[src/rtl/wdt_pkg.sv]
package wdt_pkg;

    typedef enum logic [1:0] {
        ST_OFF   = 2'd0,
        ST_COUNT = 2'd1,
        ST_WARN  = 2'd2
    } wdt_state_e;

    localparam int unsigned OFS_CTRL  = 32'h00;
    localparam int unsigned OFS_RANGE = 32'h04;
    localparam int unsigned OFS_KICK  = 32'h0C;
    localparam int unsigned KICK_KEY  = 32'h76;
    localparam int unsigned RANGE_CODES = 16;

endpackage

[src/rtl/wdt_regs.sv]
module wdt_regs
    import wdt_pkg::*;
#(
    parameter int ADDR_W = 8,
    parameter int DATA_W = 32
) (
    input  logic              clk,
    input  logic              rst_n,
    input  logic [ADDR_W-1:0] addr,
    input  logic              we,
    input  logic [DATA_W-1:0] wdata,
    output logic [DATA_W-1:0] rdata,
    output logic              arm,
    output logic              warn_mode,
    output logic [3:0]        first_rng,
    output logic [3:0]        restart_rng,
    output logic              kick_ok
);

    localparam logic [ADDR_W-1:0] A_CTRL  = ADDR_W'(OFS_CTRL);
    localparam logic [ADDR_W-1:0] A_RANGE = ADDR_W'(OFS_RANGE);
    localparam logic [ADDR_W-1:0] A_KICK  = ADDR_W'(OFS_KICK);
    localparam logic [DATA_W-1:0] KEY     = DATA_W'(KICK_KEY);

    logic       arm_q;
    logic       mode_q;
    logic [3:0] first_q;
    logic [3:0] restart_q;

    wire wr_ctrl  = we && (addr == A_CTRL);
    wire wr_range = we && (addr == A_RANGE);

    // Arm bit is sticky: OR-in only, cleared by reset alone.
    always_ff @(posedge clk or negedge rst_n) begin
        if (!rst_n) begin
            arm_q     <= 1'b0;
            mode_q    <= 1'b0;
            first_q   <= 4'd0;
            restart_q <= 4'd0;
        end else begin
            if (wr_ctrl) begin
                arm_q  <= arm_q | wdata[0];
                mode_q <= wdata[1];
            end
            if (wr_range) begin
                restart_q <= wdata[3:0];
                first_q   <= wdata[7:4];
            end
        end
    end

    always_comb begin
        rdata = '0;
        if (addr == A_CTRL) begin
            rdata[0] = arm_q;
            rdata[1] = mode_q;
        end else if (addr == A_RANGE) begin
            rdata[3:0] = restart_q;
            rdata[7:4] = first_q;
        end
    end

    assign kick_ok     = we && (addr == A_KICK) && (wdata == KEY) && arm_q;
    assign arm         = arm_q;
    assign warn_mode   = mode_q;
    assign first_rng   = first_q;
    assign restart_rng = restart_q;

endmodule

[src/rtl/wdt_range_dec.sv]
module wdt_range_dec
    import wdt_pkg::*;
#(
    parameter int CNT_W      = 32,
    parameter int RANGE_BASE = 16
) (
    input  logic [3:0]       code,
    output logic [CNT_W-1:0] reload
);

    localparam int MAX_SHIFT = RANGE_BASE + RANGE_CODES - 1;

    logic [CNT_W-1:0] tbl [RANGE_CODES];

    // Reload value for each code: 2^(RANGE_BASE+g) - 1.
    for (genvar g = 0; g < RANGE_CODES; g++) begin : g_tbl
        localparam longint unsigned PERIOD = 64'd1 << (RANGE_BASE + g);
        assign tbl[g] = CNT_W'(PERIOD - 64'd1);
    end

    assign reload = tbl[code];

    initial begin
        if (MAX_SHIFT > CNT_W) $display("wdt_range_dec: counter too narrow for range set");
    end

endmodule

[src/rtl/wdt_counter.sv]
module wdt_counter #(
    parameter int CNT_W = 32
) (
    input  logic             clk,
    input  logic             rst_n,
    input  logic             load,
    input  logic [CNT_W-1:0] load_val,
    input  logic             run,
    output logic             at_zero
);

    logic [CNT_W-1:0] cnt_q;

    always_ff @(posedge clk or negedge rst_n) begin
        if (!rst_n)
            cnt_q <= '0;
        else if (load)
            cnt_q <= load_val;
        else if (run && (cnt_q != '0))
            cnt_q <= cnt_q - 1'b1;
    end

    assign at_zero = (cnt_q == '0);

endmodule

[src/rtl/wdt_fsm.sv]
module wdt_fsm
    import wdt_pkg::*;
(
    input  logic       clk,
    input  logic       rst_n,
    input  logic       arm,
    input  logic       warn_mode,
    input  logic       kick,
    input  logic       at_zero,
    output logic       load,
    output logic       use_first,
    output logic       run,
    output logic       irq,
    output logic       reset_req
);

    wdt_state_e state_q, state_d;
    logic fire_irq, fire_rst;
    logic irq_q, rst_q;

    // Next state and counter control; kick outranks expiry.
    always_comb begin
        state_d   = state_q;
        load      = 1'b0;
        use_first = 1'b0;
        fire_irq  = 1'b0;
        fire_rst  = 1'b0;
        unique case (state_q)
            ST_OFF: begin
                if (arm) begin
                    load      = 1'b1;
                    use_first = 1'b1;
                    state_d   = ST_COUNT;
                end
            end
            ST_COUNT: begin
                if (kick) begin
                    load = 1'b1;
                end else if (at_zero) begin
                    load = 1'b1;
                    if (warn_mode) begin
                        fire_irq = 1'b1;
                        state_d  = ST_WARN;
                    end else begin
                        fire_rst = 1'b1;
                    end
                end
            end
            ST_WARN: begin
                if (kick) begin
                    load    = 1'b1;
                    state_d = ST_COUNT;
                end else if (at_zero) begin
                    load     = 1'b1;
                    fire_rst = 1'b1;
                    state_d  = ST_COUNT;
                end
            end
            default: state_d = ST_OFF;
        endcase
    end

    always_ff @(posedge clk or negedge rst_n) begin
        if (!rst_n) state_q <= ST_OFF;
        else        state_q <= state_d;
    end

    always_ff @(posedge clk or negedge rst_n) begin
        if (!rst_n) begin
            irq_q <= 1'b0;
            rst_q <= 1'b0;
        end else begin
            rst_q <= fire_rst;
            if (kick || fire_rst) irq_q <= 1'b0;
            else if (fire_irq)    irq_q <= 1'b1;
        end
    end

    assign run       = (state_q != ST_OFF);
    assign irq       = irq_q;
    assign reset_req = rst_q;

endmodule

[src/rtl/wdog_timer.sv]
module wdog_timer
    import wdt_pkg::*;
#(
    parameter int ADDR_W     = 8,
    parameter int DATA_W     = 32,
    parameter int CNT_W      = 32,
    parameter int RANGE_BASE = 16
) (
    input  logic              clk,
    input  logic              rst_n,
    input  logic [ADDR_W-1:0] bus_addr,
    input  logic              bus_we,
    input  logic [DATA_W-1:0] bus_wdata,
    output logic [DATA_W-1:0] bus_rdata,
    output logic              wdt_irq,
    output logic              wdt_reset_req
);

    logic             arm, warn_mode, kick_ok;
    logic [3:0]       first_rng, restart_rng, sel_rng;
    logic [CNT_W-1:0] reload_val;
    logic             load, use_first, run, at_zero;

    wdt_regs #(.ADDR_W(ADDR_W), .DATA_W(DATA_W)) u_regs (
        .clk        (clk),
        .rst_n      (rst_n),
        .addr       (bus_addr),
        .we         (bus_we),
        .wdata      (bus_wdata),
        .rdata      (bus_rdata),
        .arm        (arm),
        .warn_mode  (warn_mode),
        .first_rng  (first_rng),
        .restart_rng(restart_rng),
        .kick_ok    (kick_ok)
    );

    assign sel_rng = use_first ? first_rng : restart_rng;

    wdt_range_dec #(.CNT_W(CNT_W), .RANGE_BASE(RANGE_BASE)) u_dec (
        .code  (sel_rng),
        .reload(reload_val)
    );

    wdt_counter #(.CNT_W(CNT_W)) u_cnt (
        .clk     (clk),
        .rst_n   (rst_n),
        .load    (load),
        .load_val(reload_val),
        .run     (run),
        .at_zero (at_zero)
    );

    wdt_fsm u_fsm (
        .clk      (clk),
        .rst_n    (rst_n),
        .arm      (arm),
        .warn_mode(warn_mode),
        .kick     (kick_ok),
        .at_zero  (at_zero),
        .load     (load),
        .use_first(use_first),
        .run      (run),
        .irq      (wdt_irq),
        .reset_req(wdt_reset_req)
    );

endmodule

[config.mk]
export PLATFORM = sky130hd
export DESIGN_NAME = wdog_timer
export DESIGN_NICKNAME = d
export VERILOG_FILES = /design/src/rtl/wdt_pkg.sv /design/src/rtl/wdt_regs.sv /design/src/rtl/wdt_range_dec.sv /design/src/rtl/wdt_counter.sv /design/src/rtl/wdt_fsm.sv /design/src/rtl/wdog_timer.sv
export SDC_FILE = /design/constraint.sdc
export NUM_CORES = 1
export LEC_CHECK = 0
export BUFFER_PORTS_ARGS = -buffer_cell sky130_fd_sc_hd__buf_2
export CORE_ASPECT_RATIO = 1.4
export CORE_UTILIZATION = 50
export CTS_BUF_LIST = sky130_fd_sc_hd__clkbuf_16
export DETAILED_ROUTE_END_ITERATION = 10
export HOLD_SLACK_MARGIN = 0.08
export PLACE_DENSITY = 0.76
export SLEW_MARGIN = 20
export SYNTH_ARGS = -nofsm -noshare
export SYNTH_HDL_FRONTEND = slang
export SYNTH_SLANG_ARGS = --single-unit
export TNS_END_PERCENT = 30
[constraint.sdc]
create_clock -name clk -period 3.1 [get_ports clk]
set_clock_uncertainty 0.15 [all_clocks]
set_input_delay 0.62 -clock clk [delete_from_list [all_inputs] [get_ports clk]]
set_output_delay 0.62 -clock clk [all_outputs]
set_load 0.05 [all_outputs]
**After elaboration in Yosys (flattened, before gate mapping)**

Memories as Yosys holds them, arrays and structs flattened.
Index checks and enable logic that the tools add are counted.

- Register bits after elaboration: 46
- Bits in read-only memories: 512
- Input bits: 43
- Output and inout port bits: 34
- Memories: 1

- $add $sub $neg: 1
- Order comparisons: 1
- Equal/unequal tests: 10
- Mux-type cells: 31
- Bitwise gates (word level): 2
- Reduce and logical (&&, ||, !) cells: 16

Memories:

| name | words | width | rd ports | clocked after Yosys merged registers in | wr ports | line | source |
|---|---|---|---|---|---|---|---|
| (name not given) | 16 | 32 | 1 | 0 | 0 | wdt_range_dec.sv:21 | `assign reload = tbl[code];` |

Operators with widths:

| cell | number |
|---|---|
| 2-to-1 mux 32 bit | 4 |
| == test 32 x 7 -> 1 bit (second input constant) | 1 |
| logical NOT 32 bit | 1 |
| nonzero test 32 bit | 1 |
| subtractor 32 x 1 -> 32 bit (second input constant) | 1 |
| 2-to-1 mux 1 bit | 14 |
| 2-to-1 mux 2 bit | 7 |
| == test 8 x 3 -> 1 bit (second input constant) | 1 |
| == test 8 x 4 -> 1 bit (second input constant) | 1 |
| logical NOT 8 bit | 1 |
| 2-to-1 mux 8 bit | 1 |
| inequality test 2 bit (second input constant) | 4 |
| logical AND 1 bit | 6 |
| 2-to-1 mux 6 bit | 1 |
| case mux 2 bit (3 select lines) | 1 |
| nonzero test 2 bit | 3 |
| >= comparator 5 bit (second input constant) | 1 |
| inverter 4 -> 5 bit | 1 |
| AND reduction 5 bit | 1 |
| 2-to-1 mux 4 bit | 1 |
| case mux 1 bit (2 select lines) | 2 |
| inequality test 3 x 2 -> 1 bit (second input constant) | 1 |
| == test 2 x 1 -> 1 bit (second input constant) | 1 |
| == test 2 bit (second input constant) | 1 |
| other kinds (4) | 4 |

**Logic depth before layout (Yosys ltp)**

- Depth after elaboration: 8
- Mapped depth: 9

**By module**

From an unflattened synthesis, not the netlist that was laid out.

- Cell total of the unflattened synthesis: 383
- Area total of the unflattened synthesis: 3458.3 sq um

By module, submodules not included:

| module | instances | cells each | area an instance (sq um) |
|---|---|---|---|
| wdt_counter | 1 | 234 | 2067.0 |
| wdt_regs | 1 | 76 | 789.5 |
| wdt_range_dec | 1 | 39 | 280.3 |
| wdt_fsm | 1 | 30 | 276.5 |
| wdog_timer | 1 | 4 | 45.0 |

**Worst setup path before layout**

OpenSTA, ideal clock, no wires.

- Kind: in2reg
- Start: input bus_wdata[24]
- End: register u_cnt.cnt_q[19]
- Library setup time: 0.134 ns
- Arrival: 2.519 ns
- Required time: 2.816 ns
- Path slack: 0.297 ns
- Cell stages on the path: 7
- Path buffers: 1
- Path through: or4_1 -> or4_1 -> o41ai_1 -> nor2_1 -> buf_2 -> nor3_1 -> a21oi_1

- Cells in the longest elaborated chain, start to end: 6
- Elaborated cells between the ends (all ways): 7
- Those cells by class: eq/ne: 1; mux: 3; reduce/logical: 3

RTL lines:

| item | line | source |
|---|---|---|
| start, declared | wdog_timer.sv:13 | `input logic [DATA_W-1:0] bus_wdata,` |
| == test 32 x 7 -> 1 bit * | wdt_regs.sv:63 | `assign kick_ok = we && (addr == A_KICK) && (wdata == KEY) && arm_q;` |
| logical AND 1 bit * (2 in series) | wdt_regs.sv:63 |  |
| 2-to-1 mux 1 bit * | wdt_fsm.sv:37 | `if (kick) begin` |
| case mux 1 bit (2 select lines) * | wdt_fsm.sv:28 | `unique case (state_q)` |
| 2-to-1 mux 32 bit or nonzero test 2 bit (tied branches) | - |  |
| end signal, assigned | wdt_counter.sv:18 | `cnt_q <= load_val;` |
| end signal, assigned | wdt_counter.sv:20 | `cnt_q <= cnt_q - 1'b1;` |
| end, declared | wdt_counter.sv:12 | `logic [CNT_W-1:0] cnt_q;` |

Every way passes the cells marked *; elsewhere a longest branch is shown, timed or not.
A chain may end at the register's enable or synchronous reset.

**Worst setup path after layout**

- Start: register u_cnt.cnt_q[18]
- End: register u_cnt.cnt_q[28]

- Cells in the longest elaborated chain, start to end: 5
- Elaborated cells between the ends (all ways): 10
- Those cells by class: add/sub: 1; mux: 5; reduce/logical: 4

RTL lines:

| item |
|---|
| parallel branches: the longest is 5 deep, another holds subtractor 32 x 1 -> 32 bit |

Several ways; the timed one is not identified. The select of a mux whose other input is x is not followed.

==> Flow_metrics.wiki <==
{| class="wikitable"
! Metric !! Value
|-
| Pin count of the biggest net entering global routing || 47
|-
| Starting DRT DRC Count || 163
|-
| Clock slew at the register clock pins of the worst setup and hold paths || 0.07 ns
|-
| Via count of the first global-routing pass || 2438
|-
| Final RePlAce weighted congestion || 0.870
|-
| Min Hold Slack || 0.162 ns
|-
| Antenna Cells || 0
|-
| Arrival time at the worst endpoint || 2.93 ns
|-
| Final Hold Fails || 0
|-
| Per-instance average area after synthesis || approximately 9.1 um^2
|-
| Wire length of the first global-routing pass || 11.4 mm
|-
| R2r startpoint || u_cnt.cnt_q[18]
|-
| Async S/R FF share, synth || 1.00
|-
| Clock net sink count || 46
|-
| # H-tree levels || 2
|-
| Actual transition at the worst max-transition pin || 0.604 ns
|-
| Least setup slack across all paths after layout || 0.181 ns
|-
| Clock tree from TritonCTS || built
|-
| DRC viols || 0
|-
| Total routing resource utilization after global routing || 0.236
|-
| GR Overflow Total || 0
|-
| Core area || 5860 um^2
|-
| Initial antenna violation count || 0
|-
| Cell Rows || 33
|-
| Number of flops mapped to enable cells by yosys || 0
|-
| Number of nets with antenna violations after detailed routing || 0
|-
| Setup TNS || 0 ns
|-
| Vias || around 2700
|-
| Crit path max fanout || 14
|-
| Cells after synthesis || 333
|-
| Total die area || 6390 um^2
|-
| Count of max-cap constraint violations || 0
|-
| Maximum single-stage delay on the critical path || 0.56 ns
|-
| Detailed placer's ending HPWL || 5.09 mm
|-
| Initial Util || 0.518
|-
| Port Buf Inserts || 52
|-
| Number of buffers and inverters on the critical path || 1
|-
| Synth Warn # || 0
|-
| Final net count || ~440
|-
| CTS Root Buffer Type || sky130_fd_sc_hd__clkbuf_16
|-
| Req. time, crit path || 3.12 ns
|-
| Max clock buf depth || 2
|-
| Die span in x || 67.9 um
|-
| Number of vias per cell after detailed routing || around 5.8
|-
| Main flop type after synthesis || sky130_fd_sc_hd__dfrtp_1
|-
| Clock latency on the worst-skew pair || 0.29 ns
|-
| Layout-stage area growth over the synthesis result || 15.0%
|-
| Minimum clock period after layout || 2.92 ns
|-
| RSZ-0062 raised after global routing || false
|-
| Path type of the worst min-delay path || in2async
|-
| Crit path launch type || register
|-
| Sequential element share of the synthesized area || 0.379
|-
| Cells along the critical path || or4_4 -> or3_1 -> nor4_1 -> nor2_2 -> buf_4 -> a31oi_1 -> a31oi_1
|-
| Static leakage power || between 0.0015 and 0.002 uW
|-
| Cell repeated most along the worst path || sky130_fd_sc_hd__a31oi_1
|-
| Synth top area cells || sky130_fd_sc_hd__dfrtp_1 38%, sky130_fd_sc_hd__buf_4 5.9%, sky130_fd_sc_hd__mux2_2 4.1%
|-
| Pwr per Cell Area || 384 nW/um^2
|-
| Number of setup violations in the final report || 0
|-
| Number of I/O pins || 77
|-
| Critical Path Sink Type || register
|-
| Kind of cell adding the most delay to the critical path || simple AND/OR/NAND/NOR gates
|-
| Top cell type's share of synthesized area || 0.379
|-
| Detailed-router iteration count before antenna repair || 4
|-
| Number of fillers in the final layout || just over 500
|-
| Die Y || 94.2 um
|-
| Part of the cycle the worst path needs || 0.942
|-
| Slowest cell on the critical path || sky130_fd_sc_hd__or4_4
|-
| Max-slew violation count || 0
|-
| Num CTS Buffers || 5
|-
| Critical path startpoint || u_cnt.cnt_q[18]
|-
| R2R setup slack || ~0.18 ns
|-
| Count of cells along the worst register-to-register path || 7
|-
| Normalized max-slew margin || 0.596
|-
| Routed WL || between 6 and 7 mm
|-
| Wirelength per Cell || 14.5 um
|-
| CP Class || reg2reg
|-
| Max rail drop VDD || 255 uV
|-
| Netlist cell types || 53
|-
| Synth Register Bits || 46
|-
| Max Clock Freq || approximately 0.34 GHz
|-
| Pre-CTS WS || 0.0490 ns
|-
| Fraction of final layout cells sized beyond drive strength 1 || 0.230
|-
| Result of the run || finished, final reports clean
|-
| Cell area after technology mapping || 3040 um^2
|-
| Cell taking the most area after synthesis || sky130_fd_sc_hd__dfrtp_1
|-
| Reg-to-reg endpoint || u_cnt.cnt_q[28]
|-
| Setup fix buffers added after clock tree synthesis || 0
|}
[synth_stat cells (all sizes together), types with 3 or more instances]
master,number
dfrtp,46
buf,27
nand2,24
nor2,22
nor3,20
nor4,18
a21oi,15
o21ai,13
mux2,11
or4,11
nand3,10
or3,9
xnor2,9
xor2,9
a31oi,8
clkbuf,8
and2,7
mux2i,7
and3,6
inv,6
ha,5
nand4,5
nand4b,5
nand3b,3
[registers in the layout, summed over array words and instances (netlist names)]
signal / count
u_cnt.cnt_q: 32
u_regs.first_rng: 4
u_regs.restart_rng: 4
u_fsm.state_q: 2
u_fsm.irq: 1
u_fsm.reset_req: 1
u_regs.arm: 1
u_regs.warn_mode: 1
[logic make-up (layout without fill, tap and decap cells)]
| group | count (synthesis) | after routing | synth area share |
|---|---|---|---|
| adders and majority gates | 5 | 5 | 0.0206 |
| other | 1 | 24 | 0.00124 |
| buffers and inverters | 41 | 76 | 0.0837 |
| AOI/OAI and AO/OA | 52 | 52 | 0.108 |
| xor gates and xnor gates | 18 | 18 | 0.0519 |
| and+or+nand+nor | 152 | 152 | 0.292 |
| muxes | 18 | 18 | 0.0639 |
| DFF | 46 | 46 | 0.379 |
[cells in the final DEF (no fill, tap or decap), types with 3 or more instances in the layout]
master / netlist / layout
sky130_fd_sc_hd__nand4_1: 5 / 5
sky130_fd_sc_hd__a31oi_1: 8 / 7
sky130_fd_sc_hd__inv_1: 6 / 6
sky130_fd_sc_hd__and3_1: 6 / 6
sky130_fd_sc_hd__dfrtp_1: 46 / 46
sky130_fd_sc_hd__nand3b_1: 3 / 3
sky130_fd_sc_hd__nand2_1: 24 / 24
sky130_fd_sc_hd__or4_1: 10 / 10
sky130_fd_sc_hd__nand3_1: 9 / 9
sky130_fd_sc_hd__mux2i_1: 7 / 7
sky130_fd_sc_hd__xnor2_1: 9 / 9
sky130_fd_sc_hd__ha_1: 5 / 5
sky130_fd_sc_hd__nor2_1: 22 / 21
sky130_fd_sc_hd__a21oi_1: 15 / 15
sky130_fd_sc_hd__xor2_1: 9 / 9
sky130_fd_sc_hd__mux2_2: 11 / 11
sky130_fd_sc_hd__buf_4: 24 / 12
sky130_fd_sc_hd__and2_1: 7 / 7
sky130_fd_sc_hd__o21ai_0: 13 / 13
sky130_fd_sc_hd__nor3_1: 18 / 18
sky130_fd_sc_hd__conb_1: 1 / 24
sky130_fd_sc_hd__clkbuf_16: 0 / 5
sky130_fd_sc_hd__or3_1: 9 / 9
sky130_fd_sc_hd__nor4_1: 17 / 17
sky130_fd_sc_hd__nand4b_1: 5 / 5
sky130_fd_sc_hd__buf_2: 2 / 51
[how the worst max path moves through the flow]
stage / to / cells past startpoint
floorplan: u_cnt.cnt_q[19] / 7
global placement: u_cnt.cnt_q[23] / 8
detailed placement: u_cnt.cnt_q[28] / 9
CTS: bus_rdata[7] / 6
global route: u_cnt.cnt_q[28] / 9
finish: u_cnt.cnt_q[28] / 7
[metrics by stage]
stage / cell area [um^2] / utilization / instances / total power [uW]
6_report: 3490 / 0.595 / 461 / 1340
5_1_grt: 3490 / 0.595 / 461 / 1390
4_1_cts: 3480 / 0.594 / 461 / 1350
3_5_place_dp: 3320 / 0.567 / 454 / 758
3_3_place_gp: 3320 / 0.567 / 454 / 756
2_1_floorplan: 3120 / - / 356 / 734
[layout make-up]
cell class                 instances  area, um^2  share of cell area
multi-input combinational        269        1730               0.494
inverter                           6        22.5             0.00645
tap                               70        87.6              0.0251
timing repair buffer              63         345              0.0989
clock buffer                       5         125              0.0358
sequential                        46        1150               0.330
clock inverter                     2        33.8             0.00968
[power breakdown]
| part | leakage [uW] | switching, uW | internal (uW) |
|---|---|---|---|
| sequential | 0.000548 | 8.02 | 606 |
| combinational | 0.000887 | 100 | 32.6 |
| clock | 0.0000773 | 222 | 373 |
| total | 0.00151 | 330 | 1010 |
[routing by layer]
metal / vias to the layer above / routed length [um] / share of wire / global-route usage
li1: 1305 / - / - / -
met1: 1268 / 2770 / 0.41 / 0.293
met2: 91 / 3530 / 0.53 / 0.403
met3: 9 / 295 / 0.044 / 0.0437
met4: 0 / 102 / 0.015 / 0.0764
met5: - / 0 / 0 / 0
[what timing repair did]
| action | in CTS | in global routing |
|---|---|---|
| gates resized for setup | 0 | 1 |
| hold buffers | 0 | 0 |
| setup endpoints to repair | 0 | 1 |
Note: power is estimated with default switching activity, not from simulation.
